### src/rtl/dma_buf_ctrl.sv
module dma_buf_ctrl #(
  parameter int AW   = 23,
  parameter int DW   = 16,
  parameter int SYNC = 2
) (
  input  logic          clk,
  input  logic          rst_n,
  input  logic          reg_wr,
  input  logic [1:0]    reg_sel,
  input  logic [AW-1:0] reg_wdata,
  output logic [AW-1:0] reg_rdata,
  input  logic          rate_in,
  output logic [2:0]    clk_profile,
  input  logic [DW-1:0] periph_din,
  output logic [DW-1:0] periph_dout,
  output logic          periph_dout_valid,
  output logic [AW-1:0] sram_addr,
  output logic [DW-1:0] sram_wdata,
  input  logic [DW-1:0] sram_rdata,
  output logic          sram_ce_n,
  output logic          sram_we_n,
  output logic          sram_oe_n,
  output logic          tc_out
);
  localparam logic [1:0] SEL_START = 2'd0;
  localparam logic [1:0] SEL_COUNT = 2'd1;
  localparam logic [1:0] SEL_CTRL  = 2'd2;
  localparam int B_DIR  = 4;
  localparam int B_ARM  = 7;
  localparam int B_REP  = 8;
  localparam int B_TCF  = 9;

  typedef enum logic [1:0] {S_IDLE, S_ACC1, S_ACC2} state_t;

  state_t          state;
  logic [AW-1:0]   start_q, count_q, addr_q, left_q;
  logic [2:0]      prof_q;
  logic            dir_q, busy_q, rep_q, tcf_q;
  logic [SYNC:0]   sync_q;
  logic [DW-1:0]   wbuf_q;
  logic            edge_seen, ctl_wr, last;

  assign edge_seen = sync_q[SYNC-1] & ~sync_q[SYNC];
  assign ctl_wr    = reg_wr && reg_sel == SEL_CTRL;
  assign last      = left_q == '0;

  always_ff @(posedge clk or negedge rst_n)
    if (!rst_n) sync_q <= '0;
    else        sync_q <= {sync_q[SYNC-1:0], rate_in};

  always_ff @(posedge clk or negedge rst_n)
    if (!rst_n) begin
      start_q <= '0;
      count_q <= '0;
    end else if (reg_wr) begin
      if (reg_sel == SEL_START) start_q <= reg_wdata;
      if (reg_sel == SEL_COUNT) count_q <= reg_wdata;
    end

  always_ff @(posedge clk or negedge rst_n) begin
    if (!rst_n) begin
      state <= S_IDLE;
      addr_q <= '0;
      left_q <= '0;
      prof_q <= '0;
      dir_q <= 1'b0;
      busy_q <= 1'b0;
      rep_q <= 1'b0;
      tcf_q <= 1'b0;
      wbuf_q <= '0;
      periph_dout <= '0;
      periph_dout_valid <= 1'b0;
      tc_out <= 1'b0;
    end else begin
      periph_dout_valid <= 1'b0;
      tc_out <= 1'b0;
      if (ctl_wr) begin
        prof_q <= reg_wdata[2:0];
        dir_q  <= reg_wdata[B_DIR];
        rep_q  <= reg_wdata[B_REP];
        busy_q <= reg_wdata[B_ARM];
        state  <= S_IDLE;
        if (reg_wdata[B_ARM]) begin
          addr_q <= start_q;
          left_q <= count_q;
          tcf_q  <= 1'b0;
        end
      end else begin
        case (state)
          S_IDLE: if (busy_q && edge_seen) begin
            state <= S_ACC1;
            if (dir_q) wbuf_q <= periph_din;
          end
          S_ACC1: state <= S_ACC2;
          S_ACC2: begin
            state <= S_IDLE;
            if (!dir_q) begin
              periph_dout <= sram_rdata;
              periph_dout_valid <= 1'b1;
            end
            if (last) begin
              tc_out <= 1'b1;
              tcf_q  <= 1'b1;
              if (rep_q) begin
                addr_q <= start_q;
                left_q <= count_q;
              end else begin
                busy_q <= 1'b0;
              end
            end else begin
              addr_q <= addr_q + 1'b1;
              left_q <= left_q - 1'b1;
            end
          end
          default: state <= S_IDLE;
        endcase
      end
    end
  end

  assign clk_profile = prof_q;
  assign sram_addr   = addr_q;
  assign sram_wdata  = wbuf_q;
  assign sram_ce_n   = state == S_IDLE;
  assign sram_we_n   = !(dir_q && state != S_IDLE);
  assign sram_oe_n   = !(!dir_q && state != S_IDLE);

  always_comb begin
    reg_rdata = '0;
    case (reg_sel)
      SEL_START: reg_rdata = start_q;
      SEL_COUNT: reg_rdata = count_q;
      SEL_CTRL: begin
        reg_rdata[2:0]   = prof_q;
        reg_rdata[B_DIR] = dir_q;
        reg_rdata[B_ARM] = busy_q;
        reg_rdata[B_REP] = rep_q;
        reg_rdata[B_TCF] = tcf_q;
      end
      default: reg_rdata = addr_q;
    endcase
  end

  a_r10_no_bus_fight: assert property (@(posedge clk) disable iff (!rst_n)
    !(!sram_we_n && !sram_oe_n));
  a_r10_addr_held: assert property (@(posedge clk) disable iff (!rst_n)
    (!sram_ce_n && $past(!sram_ce_n)) |-> $stable(sram_addr));
  a_r4_write_two_clocks: assert property (@(posedge clk) disable iff (!rst_n)
    ($rose(sram_we_n) && !$past(ctl_wr)) |-> !$past(sram_we_n, 2));
  a_r5_read_two_clocks: assert property (@(posedge clk) disable iff (!rst_n)
    ($rose(sram_oe_n) && !$past(ctl_wr)) |-> !$past(sram_oe_n, 2));
  a_r3_start_needs_edge: assert property (@(posedge clk) disable iff (!rst_n)
    ($fell(sram_ce_n)) |-> ($past(edge_seen) && $past(busy_q)));
  a_r7_idle_when_disarmed: assert property (@(posedge clk) disable iff (!rst_n)
    !busy_q |-> sram_ce_n);
  a_r7_tc_sticky: assert property (@(posedge clk) disable iff (!rst_n)
    tc_out |-> tcf_q);
  a_r7_tc_disarms: assert property (@(posedge clk) disable iff (!rst_n)
    (tc_out && !rep_q) |-> !busy_q);
  a_r8_repeat_stays_busy: assert property (@(posedge clk) disable iff (!rst_n)
    (tc_out && rep_q) |-> (busy_q && sram_addr == start_q));
  a_r5_valid_only_reading: assert property (@(posedge clk) disable iff (!rst_n)
    periph_dout_valid |-> !dir_q);
endmodule

### config.mk
export PLATFORM = sky130hd
export DESIGN_NAME = dma_buf_ctrl
export DESIGN_NICKNAME = d
export VERILOG_FILES = /design/src/rtl/dma_buf_ctrl.sv
export SDC_FILE = /design/constraint.sdc
export NUM_CORES = 1
export LEC_CHECK = 0
export CORE_MARGIN = 4
export CORE_UTILIZATION = 33
export DETAILED_ROUTE_END_ITERATION = 8
export PLACE_DENSITY = 0.66
export SKIP_CTS_REPAIR_TIMING = 1
export SLEW_MARGIN = 25
export SYNTH_ARGS = -nofsm -noshare
export SYNTH_HDL_FRONTEND = slang
export SYNTH_SLANG_ARGS = --single-unit
### constraint.sdc
create_clock -name clk -period 2.45 [get_ports clk]
set_clock_uncertainty 0.05 [all_clocks]
set_input_delay 0.3675 -clock clk [delete_from_list [all_inputs] [get_ports clk]]
set_output_delay 0.3675 -clock clk [all_outputs]
set_load 0.01 [all_outputs]
==> summary.md, run 1 <==
After layout, the design draws a total of 9530 uW. Derived from the worst setup path, the maximum achievable clock frequency is 429 MHz. The most instantiated flip-flop cell in the synthesis netlist is dfrtp_1. The internal portion of the total power is 6530 uW. The first detailed-routing pass took 5 iterations.

The worst hold path belongs to the class reg -> reg. The analysis attributes to net switching a power of 2990 uW. Count of state elements after synthesis: 138.

The routability-driven placement congestion ratio was 0.858; the average cell area after synthesis was 11.2 um2. Yosys mapped a number of flops with a built-in enable equal to 0. The detail route stage leaves a number of antenna-violating nets equal to 0. In the routed design, unresolved DRC markers number 0. The worst path uses 95.1% of the clock period.

The via count of the first global-routing pass is 6213. The layout cell share with drive strength beyond 1 was 23.9%; the final worst-path setup slack was 0.121 ns. The tools report the nature of the critical path endpoint as an output port. Of the total power, combinational logic draws 32.5%.

Count of endpoints failing setup in the final report: 0. The I/O pin count was 147; the aggregate global routing overflow was 0. The logs give 66.0% for the worst slew margin relative to its limit and 1.71 mm for the met3 layer wire length in the routed design. Counting distinct cell types in the post-synthesis netlist gives 57.

Setup total negative slack on the finished layout was measured at 0 ns. For the worst setup path, the data arrival time is 1.91 ns. The finished cells cover 10100 um2. The tools report the cell total after placement as 1074. Before CTS, the worst setup slack after placement is -0.103 ns. The run finished with clean final reports. Measured along the y axis, the die boundary spans 156 um.

In this run the worst path has a maximum fanout of 5. Sequential elements use 47.7% of the synthesized area. Number of inserted filler cells in the final layout: 1916.

Clock-pin slew was measured on the worst setup and hold paths at 0.06 ns. For this run, the number of standard cells in the final layout without fillers is 1106. The number of max-slew violations in the final report was 0; the total nets after synthesis was 708. CTS placed an instance of clkbuf_16 at the clock tree root.

The switching portion of total power was 31.4%. The power per standard cell area came out at 946 nW/um2. Traced cell by cell, the critical path runs through buf_4, mux4_2, clkdlybuf4s50_1. For this run, the slowest stage of the critical path takes 0.49 ns.

Row generation in the floorplan step produced 53 rows. STA puts the critical path data required time at 2.03 ns. The die covers 24400 um2. The logs give 17 for the number of buffers created by CTS and 34.0% for the effective utilization at floorplan. The floorplan core area is 21300 um2. The post-detailed-route wirelength per cell is 19.9 um, and the total placed instance area is 9400 um2. The largest individual stage delay along the critical path comes from the cell clkdlybuf4s50_1.

The cell count after synthesis came out at 644. In the detailed route, the total length drawn on met2 is 10.3 mm. For the antenna diode count, the log shows 0.

TritonCTS built the clock tree. The synthesized netlist occupies a cell area of 7240 um2. The mean number of vias per cell works out to 5.45.

After detailed routing, the total wire length is 22.0 mm. The hold violation count in the final report was 0. Across all layers, the routed design uses 6028 vias.

IR analysis of the VDD net gives a maximum drop of 0.629 mV. CTS built an H-tree with a depth of 4. The count of maximum capacitance violations came out at 0. The tree built by TritonCTS fans out to 138 sinks. For this run, the number of Yosys warnings is 0. At the pin with the least slew margin, the transition time is 0.509 ns. The clock period could shrink to 2.33 ns.

The run gives 9.51 mm as the met1 routed wirelength after detailed routing. Of all flip-flops after synthesis, the portion carrying an async set or reset was 100%. The number of I/O port buffers is 146. The clock network is responsible for 29.5% of the overall power. In the final design database the tool counted 883 nets. Entering global routing, the biggest net connects 48 pins.

The first routing iteration left 483 violations. Relative to the synthesized area, the layout overhead comes to 39.0%. The clock latency on the worst-skew pair is 0.42 ns, and the first-pass GRT wire length is 35.1 mm.

In this run the static leakage power is 0.00444 uW. Detailed placement finished with a half-perimeter wire length of 15.8 mm. Sequential cells burn 38.0% of the power.

Across every metal layer, demand over resource in global routing totals 18.3%. Number of buffers on the longest clock path: 2. The die is 156 um wide. Initial antenna violation count: 0.

The category of the most critical setup path was reg -> out. Setup repair after global routing left no endpoint under its margin. The startpoint class of the critical path is a register. In this run the top signal layer used is met4.
## cells in the final DEF (no fill, tap or decap), types with 22 or more instances in the layout
cell type,n
buf_4,39
o22ai_1,40
nand2_1,54
dfrtp_1,138
mux2_2,78
o2bb2ai_1,30
nor3_1,26
clkdlybuf4s50_1,134
mux2i_1,52
o21ai_0,22
nor2_1,27
## sequential cells by signal, indices dropped and copies added, names as in the netlist, 2 cells and up
name	count
clk_profile	3
count_q	23
left_q	23
periph_dout	16
sram_addr	23
sram_wdata	16
start_q	23
state	2
sync_q	3
## power groups by stage
stage	combinational (uW)	clock (uW)	sequential, uW
after detailed placement	3110	0	3650
final	3100	2810	3620
after global routing	3340	2970	3720
after floorplan	1330	0	3670
after global placement	3070	0	3630
after CTS	3130	2860	3620
## per-layer routing
metal	GRT usage (%)	vias to the layer above
met2	28.7	240
li1	-	2753
met1	24.0	2992
met5	0	-
met4	6.24	0
met3	5.69	43
## worst max-delay path, delay by kind of cell (launching register included)
| kind | cells | cell delay [ns] |
|---|---|---|
| flops | 1 | 0.37 |
| buf+inv | 2 | 0.64 |
| mux | 1 | 0.48 |
## final timing paths
kind                         startpoint             end  slack (ns)  depth (start not counted)
setup / recovery           sram_addr[7]    reg_rdata[7]        0.12                          3
hold / removal                sync_q[0]       sync_q[1]        0.29                          0
setup reg to reg           sram_addr[1]   sram_addr[20]        0.17                          6
hold reg to reg               sync_q[0]       sync_q[1]        0.29                          0
max in group asynchronous         rst_n      left_q[10]        1.31                          3
min in group asynchronous         rst_n  sram_wdata[14]        0.41                          2
## area by class of cell
type	instances	area (um2)	share of cell area [%]
Multi-Input combinational cell	441	3490	34.7
Sequential cell	138	3450	34.3
Timing Repair Buffer	200	2070	20.5
Clock buffer	20	447	4.43
Tap cell	275	344	3.42
Clock inverter	11	194	1.93
Inverter	21	78.8	0.783
## per-stage QoR
step | hold slack (ns) | utilization (%)
after detailed placement | 0.286 | 44.1
after floorplan | 0.0219 | -
after global placement | 0.282 | 44.1
after global routing | 0.315 | 47.3
after CTS | -0.156 | 47.2
final | 0.295 | 47.3
## cells in the mapped netlist (2+ instances only)
master	instances	area, um2
nor3_2	2	20.0
nand3_2	2	20.0
buf_2	22	110
nor3_1	26	130
clkbuf_1	15	56.3
nand3b_1	2	15.0
buf_6	5	56.3
or2_2	2	12.5
dfrtp_1	138	3450
nor2_1	28	105
a22oi_2	8	100
nand4_1	3	18.8
mux2_2	78	878
nand2_1	54	203
or3_1	4	25.0
a22oi_1	3	22.5
nor3_4	2	32.5
mux4_2	7	158
and3_1	11	68.8
or4_1	2	15.0
o2bb2ai_1	30	263
nor4_4	2	42.5
inv_1	21	78.8
nor3b_1	2	15.0
o21ai_0	22	110
mux2i_1	52	521
o22ai_1	40	250
a2bb2oi_1	4	35.0
nand2b_1	5	31.3
and2_1	2	12.5
nand3_1	11	55.1
nor4_1	9	56.3
nor2b_1	2	12.5
o211a_1	2	20.0
a31oi_1	2	12.5
ha_1	3	37.5
## logic make-up (layout without fill, tap and decap cells)
family	after synthesis	in the layout	synth area share (%)
buf+inv	65	252	4.32
fa+ha+maj	3	3	0.518
flops	138	138	47.7
compound gates	120	120	12.3
simple gates	181	181	13.7
mux	137	137	21.5
No activity file was read; power rests on OpenSTA's default activity.
==> run 2: changes to the inputs <==
--- a/config.mk
+++ b/config.mk
@@ -5,6 +5,8 @@
 export SDC_FILE = /design/constraint.sdc
 export NUM_CORES = 1
 export LEC_CHECK = 0
+export CAP_MARGIN = 20
+export CORE_ASPECT_RATIO = 0.7
 export CORE_MARGIN = 4
 export CORE_UTILIZATION = 33
 export DETAILED_ROUTE_END_ITERATION = 8
==> run 2 against run 1 <==
Against the previous run:
- the flow now finishes with violations (setup timing)
- fmax is 6.0% lower
- worst hold slack gained 0.0059 ns
- global-route usage is 0.53 points higher
- non-clock buffer count unchanged
==> summary.md, run 2 (synthesized netlist as in run 1, its figures left out) <==
The hold violation count in the final report came out at 0. The number of I/O port buffers is 146. The routability-driven placement congestion ratio was 0.893; the final antenna-violating net count was 0. From synthesis to final layout, the design area changed by 37.6%. The count of endpoints failing setup in the final report was 1; the post-detailed-route wirelength per cell was 20.4 um. The detailed-route wire length was 22.7 mm. The share of the cycle needed by the critical path after routing came out at 101%. Setup repair after global routing could not meet its margin everywhere. The launch point of the worst path is reg_sel[1]. After global routing the overflow that remains totals 0. The number of buffers created by CTS is 17. The largest incremental delay on the critical path is 0.51 ns, and the total placed instance area is 9370 um2. The chip width was 185 um; the clock edge transition at the registers on the reported setup and hold paths was 0.06 ns.

The checks that failed: setup timing. The mean number of vias per cell was 5.40; the number of remaining DRC errors was 0. The setup check on the worst reg-to-reg path leaves a slack of 0.20 ns. Across the VDD grid, the largest voltage drop is 0.565 mV. After floorplanning, the core was sized to cover 21600 um2.

For this run, the detailed router's first-pass iteration total came to 5. The flow ran to the end, but the final reports show violations. The worst setup path is of the in -> out kind. In this run the static leakage power is 0.00436 uW.

The largest net degree at the start of global routing came out at 56. The library cell used most frequently in the layout, excluding fill and tap cells, is dfrtp_1. Final worst-path setup slack: -0.0289 ns.

Counting along the longest clock path gives a buffer depth of 2. The first-pass GRT wire length was 35.8 mm; the antenna diode count was 0. The worst register-to-register path ends at sram_addr[11]. The tools report the nature of the critical path endpoint as an output port. 147 I/O pins were placed.

The largest individual stage delay along the critical path comes from the cell mux4_2. In this run the power density over the cells is 931 nW/um2. In the layout the commonest cells are dfrtp_1 (138), clkdlybuf4s50_1 (137), mux2_2 (78). Non-filler instance count after layout: 1113. The min-delay analysis places its worst path in the category reg -> reg.

The number of max-slew violations in the final report is 0. The chip height is 132 um. In the final layout, the share of cells above drive strength 1 is 24.2%. Startpoint class of the critical path: an input port.

After the first detailed-routing iteration, the DRC count stood at 512. Derived from the worst setup path, the maximum achievable clock frequency is 403 MHz. The finished cells cover 9970 um2. Traced cell by cell, the critical path runs through clkdlybuf4s50_1, buf_4, mux4_2, clkdlybuf4s50_1. The tools report the critical register-to-register path startpoint as left_q[19].

At the pin with the least slew margin, the transition time is 0.484 ns. The via count of the first global-routing pass was 6067. Total power for the finished layout comes to 9280 uW. For the clock latency on the worst-skew pair, the log shows 0.42 ns.

The run gives 2 as the initial antenna violation count. The detailed router placed 6008 vias in this run. The effective utilization at floorplan is 33.5%, and the maximum fanout encountered on the critical timing path is 7. The tools report the area enclosed by the die boundary as 24400 um2. In this run, placement finished with an instance count of 1081. The shortest period the worst path allows came out at 2.48 ns. The most critical setup path has its endpoint at reg_rdata[1]. Depth of the CTS H-tree: 4. TritonCTS built the clock tree.

The cell sitting at the root of the clock tree is a clkbuf_16. The layout has 2039 filler cells. The cell occurring most often along the worst timing path was clkdlybuf4s50_1. For the worst hold margin, the log shows 0.301 ns. Across every metal layer, demand over resource in global routing totals 18.8%.

The run gives 138 as the number of sinks on the clock net. STA puts the critical path data arrival time at 2.06 ns. The worst slew margin relative to its limit is 67.7%, and the count of maximum capacitance violations is 0. For the worst flop-to-flop path, the logic depth is 6. In this run the core area contains 45 standard-cell rows.

The final layout net count is 883. The total negative slack for setup checks is -0.0289 ns, and the detailed placement HPWL is 16.8 mm. The tools report the worst endpoint required time as 2.03 ns.
run 2: worst min path at each step:
stage	to	start	slack, ns	cells past startpoint
2_1_floorplan	busy_q	rst_n	0.02	0
3_3_place_gp	count_q[5]	rst_n	0.26	1
6_report	sync_q[1]	sync_q[0]	0.30	0
4_1_cts	start_q[5]	rst_n	-0.19	1
3_5_place_dp	start_q[11]	rst_n	0.26	1
5_1_grt	sync_q[1]	sync_q[0]	0.31	0
run 2: layer usage:
metal / part of all wire [%] / vias to the layer above / global-route usage (%)
met1: 45 / 2976 / 26.1
met3: 9.5 / 26 / 7.06
met4: 1.2 / 4 / 5.13
met2: 44 / 250 / 27.6
met5: 0.093 / - / 0
li1: - / 2752 / -
run 2: layout make-up:
class	instances	area (um2)	area share [%]
sequential	138	3450	34.6
tap	282	353	3.54
clock buffer	21	480	4.82
clock inverter	10	91.3	0.916
inverter	21	78.8	0.791
multi-input combinational	441	3490	35.0
timing repair buffer	200	2020	20.3
run 2: critical path, delay by kind of cell:
| family | cells | cell delay (ns) |
|---|---|---|
| buffers and inverters | 3 | 1.18 |
| muxes | 1 | 0.51 |
run 2: power by group:
group,switching (uW),internal (uW)
clock,1000,1490
sequential,726,2950
combinational,1330,1780
run 2: through the flow:
| stage | setup slack [ns] | util (%) |
|---|---|---|
| after floorplan | 0.356 | - |
| final | -0.0289 | 46.1 |
| after global routing | -0.0623 | 46.1 |
| after global placement | -0.0540 | 43.3 |
| after detailed placement | -0.0350 | 43.3 |
| after CTS | -0.0347 | 46.0 |
